## config.mk

```make
export PLATFORM = sky130hd
export DESIGN_NAME = lvr_supervisor
export DESIGN_NICKNAME = d
export VERILOG_FILES = /design/src/rtl/lvr_pkg.sv /design/src/rtl/lvr_sync.sv /design/src/rtl/lvr_low_filter.sv /design/src/rtl/lvr_hold_ctrl.sv /design/src/rtl/lvr_supervisor.sv
export SDC_FILE = /design/constraint.sdc
export NUM_CORES = 1
export LEC_CHECK = 0
export BUFFER_PORTS_ARGS = -buffer_cell sky130_fd_sc_hd__buf_2
export CAP_MARGIN = 30
export CORE_AREA = 2 2 39 41
export DETAILED_ROUTE_END_ITERATION = 12
export DIE_AREA = 0 0 41 43
export PLACE_DENSITY_LB_ADDON = 0.12
export SETUP_SLACK_MARGIN = 0.4
export SYNTH_ARGS = -nofsm -noshare
export SYNTH_HDL_FRONTEND = slang
export SYNTH_HIERARCHICAL = 1
export SYNTH_SLANG_ARGS = --single-unit
```

## constraint.sdc

```tcl
create_clock -name clk -period 3.7 [get_ports clk]
set_clock_uncertainty 0.15 [all_clocks]
set_input_delay 0.74 -clock clk [delete_from_list [all_inputs] [get_ports clk]]
set_output_delay 0.74 -clock clk [all_outputs]
set_load 0.02 [all_outputs]
```

## src/rtl/lvr_pkg.sv

```systemverilog
// Package: shared types for the low-voltage reset supervisor.
// Assumes: nothing beyond a single clock domain for all consumers.
package lvr_pkg;

    // Hold controller state: watching the supply, or holding reset.
    typedef enum logic {
        ST_WATCH = 1'b0,
        ST_HOLD  = 1'b1
    } hold_state_e;

    // Smallest counter width that can hold values 0..limit.
    function automatic int unsigned count_width(input int unsigned limit);
        return (limit < 2) ? 1 : $clog2(limit + 1);
    endfunction

endpackage

```

## src/rtl/lvr_sync.sv

```systemverilog
// Module: lvr_sync
// Multi-stage flop synchronizer for a vector of asynchronous level inputs.
// Assumes: each bit is a slow level, so per-bit synchronization is enough;
// STAGES >= 2; all stages clear on synchronous active-low reset.
module lvr_sync #(
    parameter int unsigned WIDTH  = 2,
    parameter int unsigned STAGES = 2
) (
    input  logic             clk,
    input  logic             rst_n,
    input  logic [WIDTH-1:0] d_async,
    output logic [WIDTH-1:0] q_sync
);

    logic [WIDTH-1:0] stage_q [STAGES];

    // First stage: capture the asynchronous input.
    always_ff @(posedge clk) begin
        if (!rst_n) stage_q[0] <= '0;
        else        stage_q[0] <= d_async;
    end

    genvar gi;
    generate
        for (gi = 1; gi < STAGES; gi++) begin : g_stage
            // Later stage: shift the previous stage forward.
            always_ff @(posedge clk) begin
                if (!rst_n) stage_q[gi] <= '0;
                else        stage_q[gi] <= stage_q[gi-1];
            end
        end
    endgenerate

    assign q_sync = stage_q[STAGES-1];

endmodule

```

## src/rtl/lvr_low_filter.sv

```systemverilog
// Module: lvr_low_filter
// Counts consecutive edges on which the synchronized low-supply input is set.
// The counter saturates at FILTER_LEN and clears on any clear edge or when
// disabled. trip_now flags the edge that completes (or extends past) the
// FILTER_LEN-th consecutive low edge.
// Assumes: low_s is already synchronized; FILTER_LEN >= 1.
module lvr_low_filter #(
    parameter int unsigned FILTER_LEN = 9
) (
    input  logic clk,
    input  logic rst_n,
    input  logic enable,
    input  logic low_s,
    output logic trip_now
);
    import lvr_pkg::*;

    localparam int unsigned CNT_W = count_width(FILTER_LEN);
    localparam logic [CNT_W-1:0] CNT_MAX  = CNT_W'(FILTER_LEN);
    localparam logic [CNT_W-1:0] CNT_LAST = CNT_W'(FILTER_LEN - 1);

    logic [CNT_W-1:0] run_cnt;
    logic             counting;

    assign counting = enable && low_s;
    assign trip_now = counting && (run_cnt >= CNT_LAST);

    // Saturating run counter of consecutive low edges.
    always_ff @(posedge clk) begin
        if (!rst_n)                run_cnt <= '0;
        else if (!counting)        run_cnt <= '0;
        else if (run_cnt != CNT_MAX) run_cnt <= run_cnt + 1'b1;
    end


    cnt_saturate_chk: assert property (@(posedge clk) disable iff (!rst_n)
        run_cnt <= CNT_MAX);


    cnt_needs_low_chk: assert property (@(posedge clk) disable iff (!rst_n)
        (run_cnt != '0) |-> $past(counting));


    cnt_restart_chk: assert property (@(posedge clk) disable iff (!rst_n)
        !counting |=> (run_cnt == '0));

endmodule

```

## src/rtl/lvr_hold_ctrl.sv

```systemverilog
// Module: lvr_hold_ctrl
// Two-state controller that raises and holds the low-voltage reset and keeps
// the sticky cause bit. Enters hold on a filtered trip when reset is enabled,
// leaves it only on the synchronized rising-level input or monitor shutdown.
// Assumes: trip_now and rise_s are synchronous to clk.
module lvr_hold_ctrl (
    input  logic clk,
    input  logic rst_n,
    input  logic mon_act,
    input  logic rst_en,
    input  logic trip_now,
    input  logic rise_s,
    input  logic cause_clr,
    output logic holding,
    output logic cause_q
);
    import lvr_pkg::*;

    hold_state_e state_q, state_d;
    logic        enter_hold;

    assign enter_hold = (state_q == ST_WATCH) && mon_act && rst_en && trip_now;

    // Next-state selection for watch / hold.
    always_comb begin
        state_d = state_q;
        unique case (state_q)
            ST_WATCH: if (enter_hold)          state_d = ST_HOLD;
            ST_HOLD:  if (rise_s || !mon_act)  state_d = ST_WATCH;
            default:                           state_d = ST_WATCH;
        endcase
    end

    // State register.
    always_ff @(posedge clk) begin
        if (!rst_n) state_q <= ST_WATCH;
        else        state_q <= state_d;
    end

    // Sticky cause bit: set on hold entry, write-one-to-clear, set wins.
    always_ff @(posedge clk) begin
        if (!rst_n)          cause_q <= 1'b0;
        else if (enter_hold) cause_q <= 1'b1;
        else if (cause_clr)  cause_q <= 1'b0;
    end

    assign holding = (state_q == ST_HOLD);


    hold_sticks_chk: assert property (@(posedge clk) disable iff (!rst_n)
        (holding && !rise_s && mon_act) |=> holding);


    mon_off_release_chk: assert property (@(posedge clk) disable iff (!rst_n)
        !mon_act |=> !holding);


    no_rst_en_chk: assert property (@(posedge clk) disable iff (!rst_n)
        (!holding && !rst_en) |=> !holding);


    cause_on_entry_chk: assert property (@(posedge clk) disable iff (!rst_n)
        $rose(holding) |-> cause_q);

endmodule

```

## src/rtl/lvr_supervisor.sv

```systemverilog
// Module: lvr_supervisor (top)
// Low-voltage reset supervisor: synchronizes the two comparator levels,
// gates monitoring by enable and stop-mode settings, filters the low level
// over FILTER_LEN consecutive edges, and holds reset until the rising level.
// Assumes: comparator inputs are asynchronous levels; configuration inputs
// are synchronous and quasi-static.
module lvr_supervisor #(
    parameter int unsigned SYNC_STAGES = 2,
    parameter int unsigned FILTER_LEN  = 9
) (
    input  logic clk,
    input  logic rst_n,
    input  logic sup_low_raw,
    input  logic sup_high_raw,
    input  logic cfg_mon_en,
    input  logic cfg_rst_en,
    input  logic cfg_stop_en,
    input  logic core_in_stop,
    input  logic cause_clr,
    output logic low_flag,
    output logic sys_reset,
    output logic ext_rst_n,
    output logic cause_flag
);

    localparam int unsigned CMP_W = 2;

    logic [CMP_W-1:0] cmp_raw, cmp_sync;
    logic             low_s, rise_s;
    logic             mon_act;
    logic             trip_now;
    logic             holding;

    assign cmp_raw = {sup_high_raw, sup_low_raw};
    assign low_s   = cmp_sync[0];
    assign rise_s  = cmp_sync[1];

    // Monitor runs when enabled, and in stop mode only if stop watching is on.
    assign mon_act = cfg_mon_en && (!core_in_stop || cfg_stop_en);

    lvr_sync #(
        .WIDTH  (CMP_W),
        .STAGES (SYNC_STAGES)
    ) u_sync (
        .clk     (clk),
        .rst_n   (rst_n),
        .d_async (cmp_raw),
        .q_sync  (cmp_sync)
    );

    lvr_low_filter #(
        .FILTER_LEN (FILTER_LEN)
    ) u_filter (
        .clk      (clk),
        .rst_n    (rst_n),
        .enable   (mon_act && !holding),
        .low_s    (low_s),
        .trip_now (trip_now)
    );

    lvr_hold_ctrl u_hold (
        .clk       (clk),
        .rst_n     (rst_n),
        .mon_act   (mon_act),
        .rst_en    (cfg_rst_en),
        .trip_now  (trip_now),
        .rise_s    (rise_s),
        .cause_clr (cause_clr),
        .holding   (holding),
        .cause_q   (cause_flag)
    );

    assign low_flag  = low_s && mon_act;
    assign sys_reset = holding;
    assign ext_rst_n = !holding;


    reset_after_low_chk: assert property (@(posedge clk) disable iff (!rst_n)
        $rose(sys_reset) |-> $past(low_s));


    release_cause_chk: assert property (@(posedge clk) disable iff (!rst_n)
        $fell(sys_reset) |-> ($past(rise_s) || !$past(mon_act)));

endmodule

```

==> flow_summary.json <==
{
  "status": "completed",
  "antennaDiodeCount": 0,
  "grt_pass1_wl_mm": 1.186,
  "synth_top_area_share_pct": 45.20,
  "wl_met2_um": 283,
  "portBuffers": 12,
  "synth_edf_count": 0,
  "route.top_layer_used": "met4",
  "initial_utilization_pct": 32.01,
  "yosys_warnings": 6,
  "synth.avg_cell_area_um2": 10.30,
  "ys_seq_elements": 10,
  "rsz0062_at_grt": "false",
  "layout.nets": 72,
  "wl_met3_um": 41,
  "remaining_drc_errors": 0,
  "syn-num-nets": 55,
  "dieArea_um2": 1763,
  "rows": 14,
  "cts_tree": "built",
  "finalSetupViolations": 0,
  "synth_top_area_cell": "dfxtp_1",
  "routedWlPerCell_um": 9.120,
  "wirelength_um": 684,
  "grt_overflow": 0,
  "endpoint_kind": "output port",
  "cts_sinks": 10,
  "irDropWorstVdd_v": 0.0002563,
  "area_growth_pct": 26.27,
  "hold_class": "reg -> reg",
  "ys_types": 19,
  "synth_cells": 43,
  "grt_pass1_vias": 300,
  "path_clk_slew_ns": 0.07,
  "post-route-cell-area_um2": 559.3,
  "antenna_found_initial": 0,
  "cts_made_buffers": 3,
  "place_area_um2": 523.0,
  "final.setup.tns_ns": 0,
  "cp_data_arrival_time_ns": 1.28,
  "cts_hold_buf": 0,
  "detail-route-antenna-nets": 0,
  "async_flop_share_pct": 0,
  "tightestPinTransition_ns": 0.2138,
  "cellPowerDensity_nw_per_um2": 387.6,
  "clockBufferDepth": 2,
  "coreArea_um2": 1384,
  "cts.repair.resized": 0,
  "synth_top_cells_by_area": "dfxtp_1 (45%), ha_1 (8.5%), and2_1 (7.1%), nand3b_4 (4.5%), a21boi_1 (3.4%)",
  "cellLeakagePower_uw": 0.0002840,
  "m1WireLength_um": 349,
  "ys_top_cells_by_count": "dfxtp_1 (10), and2_1 (5), ha_1 (3), inv_1 (3), nor2_1 (3)",
  "synthMostInstantiatedCell": "dfxtp_1",
  "max_freq_mhz": 461.2,
  "hpwl_um": 543.1,
  "fill_cells": 156,
  "crit_path_start_kind": "input pin",
  "die_h_um": 43,
  "cp.required_ns": 2.81,
  "drive_gt1_share_pct": 32.20,
  "grt_max_degree": 8,
  "clk_latency_ns": 0.26,
  "slew_headroom_pct": 85.73,
  "firstDrtPassIters": 4,
  "cts-root-buf": "clkbuf_4",
  "finalCritPeriodShare_pct": 58.60,
  "dr.first_iter.drc_count": 2,
  "ios": 13,
  "period_needed_ns": 2.168,
  "yosysSeqAreaShare_pct": 45.20,
  "cts_setup_buffers": 0,
  "path_class": "in -> out",
  "place_congestion": 0.7076,
  "hold_viol": 0,
  "die_w_um": 41,
  "maxSlewViolCount": 0,
  "ys.flop_type": "dfxtp_1",
  "grt_usage_pct": 10.89,
  "vias": 316,
  "syn_area_um2": 442.9,
  "htree_levels": 1,
  "viasPerCell": 4.213,
  "maxCapViolations": 0,
  "critPathMaxFanout": 3
}
==> worst max-delay path: stages <==
cell and delay [ns]:
buf_2 0.09, nand2b_4 0.13, and3_1 0.16, buf_2 0.15
==> final timing paths <==
path	start	endpoint	slack, ns	cells past startpoint
worst min-delay path	u_sync/stage_q[0][0]	u_sync/stage_q[1][0]	0.28	1
worst min register to register	u_sync/stage_q[0][0]	u_sync/stage_q[1][0]	0.28	1
worst max register to register	u_filter/run_cnt[1]	u_filter/run_cnt[1]	2.43	5
worst max-delay path	cfg_stop_en	low_flag	1.53	4
==> stage by stage <==
step | power, uW | util [%] | worst slack, ns | cells | hold WS [ns]
2_1_floorplan | 118.2 | - | 1.713 | 43 | 0.2557
3_3_place_gp | 124.0 | 37.79 | 1.533 | 71 | 0.2586
3_5_place_dp | 124.1 | 37.79 | 1.528 | 71 | 0.2597
4_1_cts | 222.1 | 40.42 | 1.528 | 75 | 0.2764
5_1_grt | 230.9 | 40.42 | 1.505 | 75 | 0.2888
6_report | 216.8 | 40.42 | 1.532 | 75 | 0.2766
==> layout make-up <==
| cell class | count | area, um^2 | area share (%) |
|---|---|---|---|
| clock buffers | 4 | 36.28 | 6.488 |
| multi-input cells | 30 | 231.5 | 41.39 |
| inverters | 3 | 11.26 | 2.013 |
| repair buffers | 12 | 60.06 | 10.74 |
| well taps | 16 | 20.02 | 3.579 |
| flip-flops and latches | 10 | 200.2 | 35.79 |
==> kinds of logic (layout without fill, tap and decap cells) <==
kind of cell / after synthesis / count (layout) / share of synthesized area, %
AND/OR/NAND/NOR: 21 / 21 / 33.05
flip-flops: 10 / 10 / 45.20
adder cells (fa/ha/maj): 3 / 3 / 8.475
AO/OA/AOI/OAI: 3 / 3 / 4.518
buffers and inverters: 3 / 19 / 2.542
XOR/XNOR: 2 / 2 / 3.956
multiplexers: 1 / 1 / 2.260
==> per-layer routing <==
metal	vias to the layer above	global-route usage, %
met5	-	0
met4	0	8.000
met3	2	7.853
met2	7	12.19
met1	133	13.68
li1	174	-
==> report_power, final <==
part	total [uW]	switching (uW)	internal, uW
Combinational	11.0	4.31	6.70
Clock	95.3	35.6	59.6
Sequential	110	0.707	110
==> placed cells by master, fill, tap and decap left out <==
master and instances:
nand3b_4 1, xor2_1 1, clkbuf_4 3, inv_1 3, and3_1 2, dfxtp_1 10, nand2_1 1, buf_2 12
nand2b_4 1, nand3_1 2, mux2i_1 1, and2_1 5, a21oi_1 1, nand3b_1 2, and3_2 1, xnor2_1 1
clkbuf_8 1, nand2b_1 2, a21boi_1 2, nand4b_1 1, ha_1 3, nor2_1 3
==> state kept, by name, indices dropped and copies added, names as in the netlist <==
name and cells:
u_hold/holding 1, u_hold/cause_q 1, u_sync/stage_q 4, u_filter/run_cnt 4
(Power assumes the default switching activity.)
